[src/rtl/ctl_cmd_pkg.sv]
package ctl_cmd_pkg;
  parameter int unsigned BYTE_W    = 8;
  parameter int unsigned MAX_STAGE = 16;
  parameter int unsigned CAP_W     = $clog2(MAX_STAGE + 1);
  parameter int unsigned LEN_W     = 3;

  typedef enum logic [2:0] {
    AR_CTRL = 3'd0,
    AR_COEF = 3'd1,
    AR_OFST = 3'd2,
    AR_PROG = 3'd3,
    AR_ACCO = 3'd4,
    AR_CRC  = 3'd5,
    AR_JUMP = 3'd6
  } area_e;

  typedef struct packed {
    logic              known;
    logic              has_addr;
    logic              reset_only;
    logic              commit;
    logic              capped;
    logic [CAP_W-1:0]  cap;
    logic [LEN_W-1:0]  nbytes;
    area_e             area;
    logic [BYTE_W-1:0] reg_addr;
  } cmd_info_t;
endpackage

[src/rtl/ctl_cmd_lut.sv]
module ctl_cmd_lut
  import ctl_cmd_pkg::*;
(
  input  logic [BYTE_W-1:0] cmd_i,
  output cmd_info_t         info_o
);
  always_comb begin
    info_o = '0;
    info_o.area = AR_CTRL;
    casez (cmd_i)
      8'b1000_????, 8'b1001_????: begin
        info_o.known    = 1'b1;
        info_o.has_addr = 1'b1;
        info_o.capped   = 1'b1;
        info_o.cap      = CAP_W'(cmd_i[3:0]) + 1'b1;
        info_o.nbytes   = LEN_W'(3);
        info_o.area     = cmd_i[4] ? AR_OFST : AR_COEF;
      end
      8'hA2, 8'hA4: begin
        info_o.known    = 1'b1;
        info_o.has_addr = 1'b1;
        info_o.commit   = 1'b1;
        info_o.capped   = 1'b1;
        info_o.nbytes   = LEN_W'(3);
        info_o.area     = cmd_i[2] ? AR_COEF : AR_OFST;
      end
      8'hB2, 8'hB4, 8'hBB, 8'hB8: begin
        info_o.known      = 1'b1;
        info_o.has_addr   = 1'b1;
        info_o.reset_only = 1'b1;
        info_o.nbytes     = (cmd_i == 8'hB8) ? LEN_W'(5) : LEN_W'(3);
        case (cmd_i)
          8'hB2:   info_o.area = AR_OFST;
          8'hB4:   info_o.area = AR_COEF;
          8'hBB:   info_o.area = AR_ACCO;
          default: info_o.area = AR_PROG;
        endcase
      end
      8'b110?_????, 8'hE6, 8'hEA: begin
        info_o.known    = 1'b1;
        info_o.capped   = 1'b1;
        info_o.cap      = CAP_W'(1);
        info_o.nbytes   = LEN_W'(1);
        info_o.area     = AR_CTRL;
        if (cmd_i == 8'hE6)      info_o.reg_addr = 8'h26;
        else if (cmd_i == 8'hEA) info_o.reg_addr = 8'h2A;
        else                     info_o.reg_addr = {3'b000, cmd_i[4:0]};
      end
      8'hF2, 8'hF4: begin
        info_o.known  = 1'b1;
        info_o.capped = 1'b1;
        info_o.cap    = CAP_W'(1);
        info_o.nbytes = (cmd_i == 8'hF2) ? LEN_W'(2) : LEN_W'(1);
        info_o.area   = (cmd_i == 8'hF2) ? AR_CRC : AR_JUMP;
      end
      default: info_o.known = 1'b0;
    endcase
  end
endmodule

[src/rtl/ctl_word_packer.sv]
module ctl_word_packer #(
  parameter int DATA_W = 40,
  parameter int BYTE_W = 8,
  parameter int LEN_W  = 3
) (
  input  logic              clk,
  input  logic              rst,
  input  logic              clear,
  input  logic              push,
  input  logic [BYTE_W-1:0] byte_in,
  input  logic [LEN_W-1:0]  word_len,
  output logic              done,
  output logic [DATA_W-1:0] word
);
  logic [DATA_W-1:0] acc_q;
  logic [LEN_W-1:0]  idx_q;
  logic [LEN_W-1:0]  idx_nx;

  assign idx_nx = idx_q + 1'b1;
  assign done   = push && (idx_nx == word_len);
  assign word   = {acc_q[DATA_W-BYTE_W-1:0], byte_in};

  always_ff @(posedge clk) begin
    if (rst || clear) begin
      acc_q <= '0;
      idx_q <= '0;
    end else if (push) begin
      if (done) begin
        acc_q <= '0;
        idx_q <= '0;
      end else begin
        acc_q <= word;
        idx_q <= idx_nx;
      end
    end
  end
endmodule

[src/rtl/ctl_burst_tracker.sv]
module ctl_burst_tracker #(
  parameter int ADDR_W = 16,
  parameter int CAP_W  = 5
) (
  input  logic              clk,
  input  logic              rst,
  input  logic              load,
  input  logic [ADDR_W-1:0] load_addr,
  input  logic              cap_en,
  input  logic [CAP_W-1:0]  cap,
  input  logic              word_done,
  output logic              allow,
  output logic [ADDR_W-1:0] cur_addr
);
  logic [ADDR_W-1:0] addr_q;
  logic [CAP_W-1:0]  cnt_q;
  logic [CAP_W-1:0]  cap_q;
  logic              cap_en_q;

  assign allow    = !cap_en_q || (cnt_q < cap_q);
  assign cur_addr = addr_q;

  always_ff @(posedge clk) begin
    if (rst) begin
      addr_q   <= '0;
      cnt_q    <= '0;
      cap_q    <= '0;
      cap_en_q <= 1'b0;
    end else if (load) begin
      addr_q   <= load_addr;
      cnt_q    <= '0;
      cap_q    <= cap;
      cap_en_q <= cap_en;
    end else if (word_done && allow) begin
      addr_q <= addr_q + 1'b1;
      cnt_q  <= cnt_q + 1'b1;
    end
  end
endmodule

[src/rtl/ctl_cmd_decoder.sv]
module ctl_cmd_decoder
  import ctl_cmd_pkg::*;
#(
  parameter int ADDR_W = 16,
  parameter int DATA_W = 40
) (
  input  logic              clk,
  input  logic              rst,
  input  logic              frame_i,
  input  logic              byte_valid_i,
  input  logic [BYTE_W-1:0] byte_i,
  input  logic              run_mode_i,
  output logic              wr_en_o,
  output logic [2:0]        wr_area_o,
  output logic [ADDR_W-1:0] wr_addr_o,
  output logic [DATA_W-1:0] wr_data_o,
  output logic              commit_o,
  output logic              err_o
);
  typedef enum logic [2:0] {S_CMD, S_AHI, S_ALO, S_DATA, S_DROP} st_e;

  st_e               st_q;
  cmd_info_t         info_in, info_q;
  logic [BYTE_W-1:0] ahi_q;
  logic              take, reject;
  logic              pk_done, allow;
  logic [DATA_W-1:0] pk_word;
  logic [ADDR_W-1:0] cur_addr, ld_addr, full_addr;
  logic              ld, ld_cap_en;
  logic [CAP_W-1:0]  ld_cap;

  assign take      = frame_i && byte_valid_i;
  assign full_addr = ADDR_W'({ahi_q, byte_i});

  ctl_cmd_lut u_lut (
    .cmd_i  (byte_i),
    .info_o (info_in)
  );

  assign reject = !info_in.known || (info_in.reset_only && run_mode_i);

  always_comb begin
    ld        = 1'b0;
    ld_addr   = full_addr;
    ld_cap_en = info_q.capped;
    ld_cap    = info_q.cap;
    if (take && st_q == S_CMD && !reject && !info_in.has_addr) begin
      ld        = 1'b1;
      ld_addr   = ADDR_W'(info_in.reg_addr);
      ld_cap_en = info_in.capped;
      ld_cap    = info_in.cap;
    end else if (take && st_q == S_ALO && !info_q.commit) begin
      ld = 1'b1;
    end
  end

  ctl_word_packer #(
    .DATA_W (DATA_W),
    .BYTE_W (BYTE_W),
    .LEN_W  (LEN_W)
  ) u_pack (
    .clk      (clk),
    .rst      (rst),
    .clear    (!frame_i || st_q != S_DATA),
    .push     (take && st_q == S_DATA),
    .byte_in  (byte_i),
    .word_len (info_q.nbytes),
    .done     (pk_done),
    .word     (pk_word)
  );

  ctl_burst_tracker #(
    .ADDR_W (ADDR_W),
    .CAP_W  (CAP_W)
  ) u_burst (
    .clk       (clk),
    .rst       (rst),
    .load      (ld),
    .load_addr (ld_addr),
    .cap_en    (ld_cap_en),
    .cap       (ld_cap),
    .word_done (pk_done),
    .allow     (allow),
    .cur_addr  (cur_addr)
  );

  always_ff @(posedge clk) begin
    if (rst) begin
      st_q   <= S_CMD;
      info_q <= '0;
      ahi_q  <= '0;
    end else if (!frame_i) begin
      st_q <= S_CMD;
    end else if (take) begin
      case (st_q)
        S_CMD: begin
          info_q <= info_in;
          if (reject)                st_q <= S_DROP;
          else if (info_in.has_addr) st_q <= S_AHI;
          else                       st_q <= S_DATA;
        end
        S_AHI: begin
          ahi_q <= byte_i;
          st_q  <= S_ALO;
        end
        S_ALO:   st_q <= info_q.commit ? S_DROP : S_DATA;
        default: st_q <= st_q;
      endcase
    end
  end

  always_ff @(posedge clk) begin
    if (rst) begin
      wr_en_o   <= 1'b0;
      commit_o  <= 1'b0;
      err_o     <= 1'b0;
      wr_area_o <= '0;
      wr_addr_o <= '0;
      wr_data_o <= '0;
    end else begin
      wr_en_o  <= pk_done && allow;
      commit_o <= take && st_q == S_ALO && info_q.commit;
      err_o    <= take && st_q == S_CMD && reject;
      if (pk_done && allow) begin
        wr_area_o <= info_q.area;
        wr_addr_o <= cur_addr;
        wr_data_o <= pk_word;
      end else if (take && st_q == S_ALO && info_q.commit) begin
        wr_area_o <= info_q.area;
        wr_addr_o <= full_addr;
      end
    end
  end
endmodule

[config.mk]
export PLATFORM = sky130hd
export DESIGN_NAME = ctl_cmd_decoder
export DESIGN_NICKNAME = d
export VERILOG_FILES = /design/src/rtl/ctl_cmd_pkg.sv /design/src/rtl/ctl_cmd_lut.sv /design/src/rtl/ctl_word_packer.sv /design/src/rtl/ctl_burst_tracker.sv /design/src/rtl/ctl_cmd_decoder.sv
export SDC_FILE = /design/constraint.sdc
export NUM_CORES = 1
export LEC_CHECK = 0
export CAP_MARGIN = 20
export CORE_UTILIZATION = 50
export DETAILED_ROUTE_END_ITERATION = 8
export PLACE_DENSITY_LB_ADDON = 0.08
export REMOVE_ABC_BUFFERS = 1
export SKIP_LAST_GASP = 1
export SLEW_MARGIN = 20
export SYNTH_ARGS = -nofsm -noshare
export SYNTH_HDL_FRONTEND = slang
export SYNTH_HIERARCHICAL = 1
export SYNTH_SLANG_ARGS = --single-unit
[constraint.sdc]
create_clock -name clk -period 8.88 [get_ports clk]
set_clock_uncertainty 0.2 [all_clocks]
set_input_delay 1.776 -clock clk [delete_from_list [all_inputs] [get_ports clk]]
set_output_delay 1.776 -clock clk [all_outputs]
set_load 0.01 [all_outputs]
==> Yosys cells after proc, flatten, opt, wreduce, memory -nomap -nowiden <==
Cells that the tools add are included.
{ "totals": {"reg_bits": 148, "wordCells": 116} }
{ "op_classes": {"add_sub_neg": 4, "magnitude_cmp": 1, "n_eq_ne": 18, "mux": 33, "bitwise_logic": 1, "n_reduce_logical": 40} }
{ "ops": {"columns": ["op", "count"], "rows": [
  ["8-bit == test (second input constant)", 10],
  ["16-bit 2-to-1 mux", 5],
  ["32-bit 2-to-1 mux", 1],
  ["6-bit one-hot mux with 5 select lines", 1],
  ["3-bit 2-to-1 mux", 6],
  ["3-bit one-hot mux with 3 select lines", 2],
  ["16-bit by 1-bit adder with 16-bit output (second input constant)", 1],
  ["13-bit OR reduction", 1],
  ["1-bit logical AND", 12],
  ["6-bit 2-to-1 mux", 2],
  ["2-bit 2-to-1 mux", 5],
  ["5-bit one-hot mux with 2 select lines", 1],
  ["2-bit OR reduction", 5],
  ["9-bit OR reduction", 1],
  ["4-bit == test (second input constant)", 2],
  ["1-bit 2-to-1 mux", 8],
  ["8-bit 2-to-1 mux", 1],
  ["8-bit OR reduction", 1],
  ["3-bit by 2-bit == test with 1-bit output (second input constant)", 2],
  ["1-bit zero test", 6],
  ["3-bit AND reduction", 2],
  ["4-bit by 1-bit adder with 5-bit output (second input constant)", 1],
  ["5-bit by 1-bit adder with 5-bit output (second input constant)", 1],
  ["5-bit < comparator", 1],
  ["other kinds (15)", 19]
]} }

==> Depth between registers and ports, before layout <==
{ "logic_depth": {"ltp_word": 10, "depth_mapped": 15, "depth_no_buf": 13} }

==> Cells and area by module <==
Netlist, hierarchy kept.
{ "by_module_without_submodules": {"columns": ["module", "n_inst", "cells_each", "area_per_inst_um2"], "rows": [
  ["ctl_cmd_decoder", 1, 443, 3638.5],
  ["ctl_burst_tracker", 1, 177, 1514.0],
  ["ctl_word_packer", 1, 97, 1267.5],
  ["ctl_cmd_lut", 1, 80, 501.7]
]} }

==> Worst setup path before layout <==
No wires, ideal clock.
{ "synth_timing": {"path_type": "input to register", "startpoint": "input port byte_i[0]", "endpoint": "register u_burst.addr_q[6] (netlist: u_burst/cur_addr[6])", "setup_time_ns": 0.138, "t_arrival_ns": 4.161, "required_ns": 8.542, "setup_slack_ns": 4.380, "stages": 15, "path_buffers": 3, "path_cell_list": "inv_1 > ha_1 > mux2i_1 > o41ai_1 > a31oi_1 > nand2_1 > a21bo_2 > o31ai_1 > and3_1 > clkbuf_1 > inv_1 > clkbuf_1 > clkbuf_1 > o21bai_1 > a31oi_1"} }
{ "synth_lines": {"columns": ["item", "line_no", "text"], "rows": [
  ["start: declaration", "ctl_cmd_decoder.sv:11", "input logic [BYTE_W-1:0] byte_i,"],
  ["end signal: assignment", "ctl_burst_tracker.sv:30", "addr_q <= load_addr;"],
  ["end signal: assignment", "ctl_burst_tracker.sv:35", "addr_q <= addr_q + 1'b1;"],
  ["end: declaration", "ctl_burst_tracker.sv:15", "logic [ADDR_W-1:0] addr_q;"]
]} }

==> impl_metrics.tcl <==
set metrics [dict create \
    status "complete, no violations" \
    synth-edff-count 0 \
    num_vias 5913 \
    hold_buffers 0 \
    critPathKind "in2reg" \
    rsz0062_at_grt "no" \
    cts_root_buf "clkbuf_16" \
    syn_inst 797 \
    maxCapViolations 0 \
    startpoint_type "primary input" \
    gr-total-overflow 0 \
    yosys.area.top_type "dfxtp_1" \
    hold_class "reg2reg" \
    cp_max_fo 22 \
    post_cts_resized 0 \
    dieArea_sq_mm 0.0143 \
    drv_slew 0 \
    yosys-top-cells-area "dfxtp_1, nand2_1, a21oi_1, a22o_2, nand3_1" \
    clkTransAtPathRegs_ns 0.06 \
    core_sq_mm 0.0133 \
    synth_cell_type_count 73 \
    worst_pin_slew_ns 1.14 \
    fmax_ghz 0.165 \
    drtAntennaViolNets 0 \
    drcViolationCount 0 \
    diodes 0 \
    syn_area_sq_mm 0.00692 \
    fin_crit_sh_pct 68.2 \
    ys.flop_type "dfxtp_1" \
    first_global_vias 5504 \
    gp_congestion 0.849 \
    h-tree-depth 4 \
    post-synth-top-count-cell "dfxtp_1" \
    wirelength_um 17600 \
    synth_seq_cells 148 \
    portBuffers 74 \
    cts_setup_buffers 0 \
    grt_max_degree 83 \
    ios 75 \
    clkLatencyLatePin_ns 0.43 \
    dieWidth_um 120 \
    leakage_nw 2.84 \
    cp-end-kind "flop" \
    initial_utilization_pct 51.9 \
    drive_gt1_share_pct 11.6 \
    grt_pass1_wl_um 28400 \
    synth.avg_cell_area_sq_um 8.68 \
    die_h_um 120 \
    cts_tree "built" \
    cp.required_ns 8.99 \
    postSynth.asyncResetShare_pct 0 \
    setup_viol 0 \
    yosysWarnings 6 \
    vias_per_cell 5.81 \
    grtUsageTotal_pct 25.5 \
    antenna_found_initial 0 \
    ir_drop_mv 0.166 \
    synthToLayoutAreaGrowth_pct 18.4 \
    fillers 1176 \
    drt_iter0_markers 481 \
    first_pass_iters 5 \
    cp_data_arrival_time_ns 6.17 \
    hold_viol_final 0 \
    synthTopCellsByCount "dfxtp_1, nand2_1, a21oi_1, nor2_1" \
    relSlewSlack_pct 23.9 \
    wl_per_cell_um 17.3 \
    clk_path_buf_depth 2 \
    rows 42 \
    final_area_sq_mm 0.00820 \
    synth.top_cell.area_share_pct 42.8 \
    place.detailed.hpwl_um 11300 \
    tns_ns 0 \
    finish.net_count 852 \
    ys_seq_area_share_pct 42.8 \
    placed_area_sq_mm 0.00757 \
    fin_crit_ns 6.06 \
    powerDensity_mw_per_mm2 184 \
    cts_sinks 148 \
    cts_buffers 17 \
]
==> critical path, stage by stage <==
cell             delay [ns]
clkdlybuf4s50_1        0.80
ha_1                   0.36
mux2i_1                0.16
o41ai_1                0.43
a31oi_1                0.12
nand2_1                0.08
a21bo_2                0.27
o31ai_1                0.20
and3_1                 0.70
inv_1                  0.56
and4b_1                0.34
a2111oi_0              0.34
==> report_power, final <==
group / switching [W] / internal (W) / leakage (nW)
Clock: 0.000301 / 0.000452 / 0.298
Combinational: 0.0000522 / 0.0000256 / 1.35
Sequential: 0.00000640 / 0.000669 / 1.19
==> cells by family after synthesis <==
group	count (synthesis)	share of synthesized area, %
XOR/XNOR	17	2.37
other	1	0.0542
AO/OA/AOI/OAI	220	21.9
buffers and inverters	91	6.47
multiplexers	28	4.32
adder cells (fa/ha/maj)	10	1.81
flip-flops	148	42.8
AND/OR/NAND/NOR	282	20.3
==> metrics by stage <==
stage	hold WS [ns]	util, %	setup WS (ns)	power (W)	std cells
after floorplan	0.226	-	4.01	0.000729	730
after CTS	0.256	61.4	2.86	0.00152	1018
after detailed placement	0.247	56.7	2.46	0.000766	986
final	0.253	61.4	2.82	0.00151	1018
after global placement	0.240	56.7	2.63	0.000765	986
after global routing	0.272	61.4	2.50	0.00156	1018
==> registers in the layout, indices dropped and copies added, names as in the netlist, 5 cells and up <==
register	flops
wr_data_o	40
info_q	13
ahi_q	8
wr_addr_o	16
u_burst/cap_q	5
u_burst/cur_addr	16
u_pack/acc_q	32
u_burst/cnt_q	5
==> cell type report <==
class                      count  area, sq um  area share [%]
clock buffer                  18          429            5.24
sequential                   148         2960            36.2
inverter                      23         86.3            1.05
clock inverter                14          191            2.34
tap                          176          220            2.69
timing repair buffer          80          783            9.56
multi-input combinational    559         3520            43.0
==> final timing paths <==
| path | slack, ns | cells past startpoint | end | startpoint |
|---|---|---|---|---|
| max | 2.82 | 12 | u_burst/cur_addr[5]$_SDFFE_PP0P_ | byte_i[1] |
| min | 0.25 | 2 | wr_data_o[18]$_SDFFE_PP0N_ | wr_data_o[18]$_SDFFE_PP0N_ |
| max reg2reg | 5.64 | 7 | u_burst/cur_addr[3]$_SDFFE_PP0P_ | st_q[1]$_SDFFE_PP0P_ |
| min reg2reg | 0.25 | 2 | wr_data_o[18]$_SDFFE_PP0N_ | wr_data_o[18]$_SDFFE_PP0N_ |
==> per-layer routing <==
layer	up-vias	global-route usage [%]	routed length (um)
met4	0	8.20	244
met1	2827	34.2	8310
li1	2893	-	-
met5	-	0	0
met3	21	6.42	806
met2	172	39.9	8270
==> cell usage in the layout, fill, tap and decap left out, drive strengths merged, types with 4 or more instances in the layout <==
cell and n:
a2111oi 4, a211oi 13, a21oi 73, a22o 34, a311oi 20, a31oi 5
and2 5, and3 4, and4 4, buf 7, clkbuf 18, clkdlybuf4s50 73
dfxtp 148, ha 10, inv 30, mux2 15, mux2i 13, nand2 99
nand2b 12, nand3 46, nand3b 6, nor2 56, nor2b 12, nor3 12
o21ai 50, xnor2 13
Note: power is estimated with default switching activity, not from simulation.
